==> src/rtl/trace_builder_pkg.sv <==
package trace_builder_pkg;

  localparam logic [2:0] KIND_PLAIN    = 3'd0;
  localparam logic [2:0] KIND_COND     = 3'd1;
  localparam logic [2:0] KIND_JUMP     = 3'd2;
  localparam logic [2:0] KIND_RETURN   = 3'd3;
  localparam logic [2:0] KIND_INDIRECT = 3'd4;
  localparam logic [2:0] KIND_SYSCALL  = 3'd5;

  // Strobes from control to datapath, one set per cycle.
  typedef struct packed {
    logic accept;   // beat joins the current line
    logic start;    // beat is the first of a line
    logic finish;   // beat closes the line
    logic drop;     // discard the partial line
  } strobeT;

  function automatic logic isBranchKind(input logic [2:0] kind);
    return (kind == KIND_COND) || (kind == KIND_JUMP) ||
           (kind == KIND_RETURN) || (kind == KIND_INDIRECT);
  endfunction

  function automatic logic isStopKind(input logic [2:0] kind);
    return (kind == KIND_RETURN) || (kind == KIND_INDIRECT) ||
           (kind == KIND_SYSCALL);
  endfunction

endpackage

==> src/rtl/trace_builder_ctrl.sv <==
module trace_builder_ctrl
  import trace_builder_pkg::*;
#(
  parameter int PC_W       = 32,
  parameter int MAX_INSNS  = 16,
  parameter int MAX_BLOCKS = 3,
  localparam int CNT_W = $clog2(MAX_INSNS + 1),
  localparam int BR_W  = $clog2(MAX_BLOCKS + 1)
) (
  input  logic             clk,
  input  logic             rstN,
  input  logic             inValid,
  input  logic [PC_W-1:0]  inPc,
  input  logic [2:0]       inKind,
  input  logic             missValid,
  input  logic [PC_W-1:0]  missPc,
  input  logic             flush,
  input  logic [CNT_W-1:0] instCount,
  input  logic [BR_W-1:0]  branchCount,
  output strobeT           strobes
);

  typedef enum logic [1:0] {ST_IDLE, ST_HUNT, ST_BUILD} stateT;

  stateT           state;
  logic [PC_W-1:0] huntPc;
  logic            hit;
  logic            lastSlot;
  logic            lastBlock;

  always_comb begin
    hit = inValid && !flush && !missValid &&
          (((state == ST_HUNT) && (inPc == huntPc)) || (state == ST_BUILD));
    lastSlot  = (instCount == CNT_W'(MAX_INSNS - 1));
    lastBlock = isBranchKind(inKind) && (branchCount == BR_W'(MAX_BLOCKS - 1));
    strobes.accept = hit;
    strobes.start  = hit && (instCount == '0);
    strobes.finish = hit && (lastSlot || lastBlock || isStopKind(inKind));
    strobes.drop   = flush || missValid;
  end

  always_ff @(posedge clk) begin
    if (!rstN) begin
      state  <= ST_IDLE;
      huntPc <= '0;
    end else if (missValid) begin
      state  <= ST_HUNT;
      huntPc <= missPc;
    end else if (flush) begin
      state  <= ST_IDLE;
    end else if (hit && (state == ST_HUNT)) begin
      state  <= ST_BUILD;
    end
  end

  AST_FINISH_RESTARTS: assert property (@(posedge clk) disable iff (!rstN)
    strobes.finish |=> (instCount == '0));

endmodule

==> src/rtl/trace_builder_datapath.sv <==
module trace_builder_datapath
  import trace_builder_pkg::*;
#(
  parameter int PC_W       = 32,
  parameter int INSN_W     = 32,
  parameter int MAX_INSNS  = 16,
  parameter int MAX_BLOCKS = 3,
  parameter int INSN_BYTES = 4,
  localparam int CNT_W  = $clog2(MAX_INSNS + 1),
  localparam int BR_W   = $clog2(MAX_BLOCKS + 1),
  localparam int FLAG_W = MAX_BLOCKS - 1
) (
  input  logic                        clk,
  input  logic                        rstN,
  input  strobeT                      strobes,
  input  logic [PC_W-1:0]             inPc,
  input  logic [INSN_W-1:0]           inInsn,
  input  logic [2:0]                  inKind,
  input  logic                        inTaken,
  input  logic [PC_W-1:0]             inTarget,
  output logic [CNT_W-1:0]            instCount,
  output logic [BR_W-1:0]             branchCount,
  output logic                        lineValid,
  output logic [PC_W-1:0]             lineStartPc,
  output logic [CNT_W-1:0]            lineLength,
  output logic [FLAG_W-1:0]           lineFlags,
  output logic [BR_W-1:0]             lineBranchCount,
  output logic                        lineEndsBranch,
  output logic [PC_W-1:0]             lineFallThrough,
  output logic [PC_W-1:0]             lineTarget,
  output logic [MAX_INSNS*INSN_W-1:0] lineInsns
);

  logic [MAX_INSNS-1:0][INSN_W-1:0] buffer;
  logic [FLAG_W-1:0] flagsReg;
  logic [PC_W-1:0]   startPcReg;
  logic [PC_W-1:0]   targetReg;

  logic              brNow;
  logic              outcome;
  logic [FLAG_W-1:0] nxtFlags;
  logic [BR_W-1:0]   nxtBr;
  logic [CNT_W-1:0]  nxtCnt;
  logic [PC_W-1:0]   nxtTarget;
  logic [PC_W-1:0]   curStart;

  always_comb begin
    brNow    = isBranchKind(inKind);
    outcome  = (inKind == KIND_COND) ? inTaken : 1'b1;
    nxtFlags = flagsReg;
    for (int i = 0; i < FLAG_W; i++) begin
      if (brNow && (branchCount == BR_W'(i))) nxtFlags[i] = outcome;
    end
    nxtBr     = branchCount + BR_W'(brNow);
    nxtCnt    = instCount + CNT_W'(1);
    nxtTarget = brNow ? inTarget : targetReg;
    curStart  = strobes.start ? inPc : startPcReg;
  end

  // One write-enabled register per instruction slot.
  for (genvar g = 0; g < MAX_INSNS; g++) begin : gSlot
    always_ff @(posedge clk) begin
      if (!rstN) buffer[g] <= '0;
      else if (strobes.accept && (instCount == CNT_W'(g))) buffer[g] <= inInsn;
    end
  end

  assign lineInsns = buffer;

  always_ff @(posedge clk) begin
    if (!rstN) begin
      instCount       <= '0;
      branchCount     <= '0;
      flagsReg        <= '0;
      startPcReg      <= '0;
      targetReg       <= '0;
      lineValid       <= 1'b0;
      lineStartPc     <= '0;
      lineLength      <= '0;
      lineFlags       <= '0;
      lineBranchCount <= '0;
      lineEndsBranch  <= 1'b0;
      lineFallThrough <= '0;
      lineTarget      <= '0;
    end else begin
      lineValid <= 1'b0;
      if (strobes.drop) begin
        instCount   <= '0;
        branchCount <= '0;
        flagsReg    <= '0;
        targetReg   <= '0;
      end else if (strobes.accept) begin
        if (strobes.finish) begin
          lineValid       <= 1'b1;
          lineStartPc     <= curStart;
          lineLength      <= nxtCnt;
          lineFlags       <= nxtFlags;
          lineBranchCount <= nxtBr;
          lineEndsBranch  <= brNow;
          lineFallThrough <= inPc + PC_W'(INSN_BYTES);
          lineTarget      <= nxtTarget;
          instCount       <= '0;
          branchCount     <= '0;
          flagsReg        <= '0;
          targetReg       <= '0;
        end else begin
          instCount   <= nxtCnt;
          branchCount <= nxtBr;
          flagsReg    <= nxtFlags;
          targetReg   <= nxtTarget;
          startPcReg  <= curStart;
        end
      end
    end
  end

  AST_SLOT_BOUND: assert property (@(posedge clk) disable iff (!rstN)
    instCount < CNT_W'(MAX_INSNS));
  AST_BLOCK_BOUND: assert property (@(posedge clk) disable iff (!rstN)
    branchCount < BR_W'(MAX_BLOCKS));
  AST_STOP_FINISHES: assert property (@(posedge clk) disable iff (!rstN)
    (strobes.accept && isStopKind(inKind)) |-> strobes.finish);
  AST_LINE_NONEMPTY: assert property (@(posedge clk) disable iff (!rstN)
    lineValid |-> (lineLength != '0));
  AST_DROP_EMPTIES: assert property (@(posedge clk) disable iff (!rstN)
    strobes.drop |=> ((instCount == '0) && !lineValid));

endmodule

==> src/rtl/trace_builder.sv <==
module trace_builder
  import trace_builder_pkg::*;
#(
  parameter int PC_W       = 32,
  parameter int INSN_W     = 32,
  parameter int MAX_INSNS  = 16,
  parameter int MAX_BLOCKS = 3,
  parameter int INSN_BYTES = 4
) (
  input  logic                                clk,
  input  logic                                rstN,
  input  logic                                inValid,
  input  logic [PC_W-1:0]                     inPc,
  input  logic [INSN_W-1:0]                   inInsn,
  input  logic [2:0]                          inKind,
  input  logic                                inTaken,
  input  logic [PC_W-1:0]                     inTarget,
  input  logic                                missValid,
  input  logic [PC_W-1:0]                     missPc,
  input  logic                                flush,
  output logic                                lineValid,
  output logic [PC_W-1:0]                     lineStartPc,
  output logic [$clog2(MAX_INSNS+1)-1:0]      lineLength,
  output logic [MAX_BLOCKS-2:0]               lineFlags,
  output logic [$clog2(MAX_BLOCKS+1)-1:0]     lineBranchCount,
  output logic                                lineEndsBranch,
  output logic [PC_W-1:0]                     lineFallThrough,
  output logic [PC_W-1:0]                     lineTarget,
  output logic [MAX_INSNS*INSN_W-1:0]         lineInsns
);

  localparam int CNT_W = $clog2(MAX_INSNS + 1);
  localparam int BR_W  = $clog2(MAX_BLOCKS + 1);

  strobeT           strobes;
  logic [CNT_W-1:0] instCount;
  logic [BR_W-1:0]  branchCount;

  trace_builder_ctrl #(
    .PC_W(PC_W), .MAX_INSNS(MAX_INSNS), .MAX_BLOCKS(MAX_BLOCKS)
  ) uCtrl (
    .clk(clk), .rstN(rstN), .inValid(inValid), .inPc(inPc), .inKind(inKind),
    .missValid(missValid), .missPc(missPc), .flush(flush),
    .instCount(instCount), .branchCount(branchCount), .strobes(strobes)
  );

  trace_builder_datapath #(
    .PC_W(PC_W), .INSN_W(INSN_W), .MAX_INSNS(MAX_INSNS),
    .MAX_BLOCKS(MAX_BLOCKS), .INSN_BYTES(INSN_BYTES)
  ) uData (
    .clk(clk), .rstN(rstN), .strobes(strobes), .inPc(inPc), .inInsn(inInsn),
    .inKind(inKind), .inTaken(inTaken), .inTarget(inTarget),
    .instCount(instCount), .branchCount(branchCount),
    .lineValid(lineValid), .lineStartPc(lineStartPc), .lineLength(lineLength),
    .lineFlags(lineFlags), .lineBranchCount(lineBranchCount),
    .lineEndsBranch(lineEndsBranch), .lineFallThrough(lineFallThrough),
    .lineTarget(lineTarget), .lineInsns(lineInsns)
  );

endmodule

==> config.mk <==
export PLATFORM = sky130hd
export DESIGN_NAME = trace_builder
export DESIGN_NICKNAME = d
export VERILOG_FILES = /design/src/rtl/trace_builder_pkg.sv /design/src/rtl/trace_builder_ctrl.sv /design/src/rtl/trace_builder_datapath.sv /design/src/rtl/trace_builder.sv
export SDC_FILE = /design/constraint.sdc
export NUM_CORES = 1
export LEC_CHECK = 0
export BUFFER_PORTS_ARGS = -buffer_cell sky130_fd_sc_hd__clkbuf_2
export CORE_AREA = 2 2 292 294
export CTS_CLUSTER_SIZE = 12
export DETAILED_ROUTE_END_ITERATION = 6
export DIE_AREA = 0 0 294 296
export GPL_TIMING_DRIVEN = 0
export PLACE_DENSITY_LB_ADDON = 0.15
export SYNTH_ARGS = -nofsm -noshare
export SYNTH_HDL_FRONTEND = slang
export SYNTH_HIERARCHICAL = 1
export SYNTH_SLANG_ARGS = --single-unit
==> constraint.sdc <==
create_clock -name clk -period 3.3 [get_ports clk]
set_input_delay 0.495 -clock clk [delete_from_list [all_inputs] [get_ports clk]]
set_output_delay 0.495 -clock clk [all_outputs]
set_load 0.01 [all_outputs]
==> metrics <==
result of the run=completed; number of enable flip-flop cells after synthesis=0; number of placed I/O pins=756; element type at the critical path start=register; most repeated cell in the gate-level netlist after synthesis=sky130_fd_sc_hd__nand2_1; remaining antenna violation count=0; DRT Wirelength=123000 um; height of the die=296 um; Pins Over Slew Limit=0; share of the clock period used by the worst path after layout=97.6%; number of levels the H-tree was split into=3; post-synthesis sequential area ratio=52.9%; net count of the finished layout=4359; worst skew pair latency=650 ps; beginning of the worst hold path=inTarget[27]; synthesized net count=3551; total inserted antenna cells=0; maximum number of buffers from clock root to sink=3; mean area per synthesized cell=8.07 um2; final worst path period need=3220 ps; most instantiated flip-flop cell in the synthesis netlist=sky130_fd_sc_hd__dfxtp_1; unrepaired setup endpoints after global routing=yes; path category of the worst min-delay check=in -> reg; clock tree from TritonCTS=built; distinct cell type count of the synthesized netlist=63; total standard cell area after synthesis=27500 um2; sw power=4570 uW; number of design rule violations left after detail routing=0; number of optimization iterations in the first detailed-route pass=5; proportion of layout cells with a drive suffix above 1=24.2%; CP Data Arrival Time=3770 ps; Final Hold Viols=0; maximum fanout count along the critical path=10; maximum clock frequency=311 MHz; cell taking the most area after synthesis=sky130_fd_sc_hd__dfxtp_1; All-Layer GR Usage=26.9%; maximum number of pins on one net before global-route repair=13; Num CTS Buffers=84; Initial Utilization=32.7%; Hold Worst Slack=111 ps; cell types with the largest area share after synthesis=sky130_fd_sc_hd__dfxtp_1, sky130_fd_sc_hd__nand2_1, sky130_fd_sc_hd__a21oi_1, sky130_fd_sc_hd__mux2i_1, sky130_fd_sc_hd__clkbuf_1; asr flop ratio synth=0%; routed wirelength normalized by instance count=22.9 um; warnings from Yosys=6; Pwr per Cell Area=540 nW/um2; global route total overflow=0; Rel. slew slack=32.5%; Gate power share=4.4%; most common library cells after synthesis=sky130_fd_sc_hd__nand2_1, sky130_fd_sc_hd__dfxtp_1, sky130_fd_sc_hd__a21oi_1; area delta synth->final=29.1%; synthesized netlist cell count=3408; final cell utilization of the core=42.2%; Peak VDD IR=0.426 mV; full die area=87000 um2; DR iter-0 viols=1787; relative contribution of the clock network to total power=49.7%; clock transition at the register clock pins on the worst setup and hold paths after CTS=60 ps; register share of total power=45.9%; half-perimeter wire length after placement=93400 um; Max-Cap Viols=0; required arrival time at the worst endpoint=3850 ps; slew of the pin with the lowest slew margin=1010 ps; routability congestion estimate from global placement=0.886; leakage=0.0139 uW; design internal power=14600 uW; Switching Fraction=23.9%; crit path from=uData/instCount[0]$_SDFFE_PP0P_; top cell type's share of synthesized area=52.9%; filler cell count in the final layout=8960; Root Driver=sky130_fd_sc_hd__clkbuf_16; total number of clock tree sinks=726; Rows=107; final setup violation count=0; number of buffers inserted by port buffering=722; RR Startpoint=uData/instCount[0]$_SDFFE_PP0P_; via count of the first global-routing pass=24.6k; #FFs+latches synth=726; first-pass GRT wire length=173000 um; vias per inst=4.96; initial antenna violation count=3; capturing element type of the critical path=register; Worst Setup Path Type=reg -> reg; die width=294 um; area of the core=84200 um2; worst clock skew on the final layout=51.8 ps; via count of the routed design=26.6k
==> worst max-delay path: stages (launching register included) <==
cell and delay (ps):
sky130_fd_sc_hd__dfxtp_1 640, sky130_fd_sc_hd__ha_1 230, sky130_fd_sc_hd__clkbuf_1 560, sky130_fd_sc_hd__and3_1 250
sky130_fd_sc_hd__ha_1 240, sky130_fd_sc_hd__and2_2 410, sky130_fd_sc_hd__buf_1 490, sky130_fd_sc_hd__nand2_1 140
sky130_fd_sc_hd__a21oi_1 160
==> worst paths after layout <==
check                                                          to  slack (ps)  depth (start not counted)
worst max-delay path            uData/lineInsns[481]$_SDFFE_PN0P_          80                          8
worst min-delay path             uData/targetReg[27]$_SDFFE_PP0P_         110                          3
worst max register to register  uData/lineInsns[481]$_SDFFE_PN0P_          80                          8
worst min register to register  uData/lineInsns[422]$_SDFFE_PN0P_         450                          2
==> metal layers <==
metal | global-route usage (%) | part of all wire [%] | up-vias
met5 | 0 | 0.011 | -
met4 | 8.90 | 3.1 | 2
met3 | 6.99 | 7.6 | 168
met2 | 46.3 | 49 | 914
met1 | 32.6 | 40 | 12700
li1 | - | - | 12900
==> flip-flops by register name, indices dropped and copies added, names as in the netlist, 5 cells and up <==
register,cells
uData/lineLength,5
uData/instCount,5
uData/lineFallThrough,32
uData/targetReg,32
uData/lineTarget,32
uData/lineInsns,512
uData/startPcReg,32
uData/lineStartPc,32
uCtrl/huntPc,32
==> through the flow <==
| stage | area (um2) | total power [uW] | TNS, ps | cells | worst slack (ps) |
|---|---|---|---|---|---|
| floorplan | 27500 | 9400 | 0 | 3408 | 335 |
| global placement | 32500 | 9840 | -269220 | 5220 | -878 |
| detailed placement | 32500 | 9840 | -276760 | 5220 | -877 |
| CTS | 35400 | 19400 | -81.9 | 5372 | -17.1 |
| global route | 35500 | 19800 | -491 | 5371 | -66.9 |
| finish | 35500 | 19200 | 0 | 5371 | 80.7 |
==> layout by cell type, fill, tap and decap left out, types with 6 or more instances in the layout <==
master                         n
sky130_fd_sc_hd__nand2_1    1124
sky130_fd_sc_hd__clkbuf_2    751
sky130_fd_sc_hd__dfxtp_1     726
sky130_fd_sc_hd__a21oi_1     629
sky130_fd_sc_hd__clkbuf_1    185
sky130_fd_sc_hd__mux2i_1      96
sky130_fd_sc_hd__o21ai_0      93
sky130_fd_sc_hd__clkbuf_16    85
sky130_fd_sc_hd__buf_2        67
sky130_fd_sc_hd__nor2_1       56
sky130_fd_sc_hd__nand3_1      50
sky130_fd_sc_hd__a211oi_1     48
sky130_fd_sc_hd__nor2b_1      37
sky130_fd_sc_hd__buf_4        32
sky130_fd_sc_hd__xor2_1       28
sky130_fd_sc_hd__clkbuf_8     24
sky130_fd_sc_hd__xnor2_1      21
sky130_fd_sc_hd__and2_1       17
sky130_fd_sc_hd__nor4_1       16
sky130_fd_sc_hd__clkinv_2     15
sky130_fd_sc_hd__inv_1        15
sky130_fd_sc_hd__nand4_1      15
sky130_fd_sc_hd__nor3_1       12
sky130_fd_sc_hd__clkbuf_4     11
sky130_fd_sc_hd__and4_1       10
sky130_fd_sc_hd__buf_6        10
sky130_fd_sc_hd__buf_1         9
sky130_fd_sc_hd__a31oi_1       8
sky130_fd_sc_hd__ha_1          6
==> power by group through the flow <==
stage	clock (uW)	combinational, uW	sequential [uW]
global route	10100	887	8810
floorplan	0	408	8990
CTS	9720	840	8810
finish	9530	838	8810
detailed placement	0	838	9000
global placement	0	840	9000
==> repair_timing <==
item,in CTS,in global routing
gates resized for setup,24,96
setup buffers,2,1
hold buffers,0,0
endpoints found under the setup margin,487,493
==> cells by family (layout without fill, tap and decap cells) <==
group | Yosys count | in the layout | synth area share [%]
AND/OR/NAND/NOR | 1382 | 1382 | 21.0
flip-flops | 726 | 726 | 52.9
buffers and inverters | 344 | 1217 | 5.43
XOR/XNOR | 49 | 49 | 1.56
adder cells (fa/ha/maj) | 7 | 7 | 0.309
AO/OA/AOI/OAI | 804 | 804 | 15.4
multiplexers | 96 | 96 | 3.49
==> area by class of cell <==
cell class | instances | area (um2) | area share (%)
tap | 1090 | 1360 | 3.84
multi-input combinational | 2338 | 11500 | 32.4
sequential | 726 | 14500 | 40.9
buffer | 324 | 1560 | 4.40
clock buffer | 125 | 2520 | 7.09
timing repair buffer | 725 | 3640 | 10.2
clock inverter | 26 | 315 | 0.888
inverter | 17 | 63.8 | 0.180
Power figures use the tool's default switching activity.
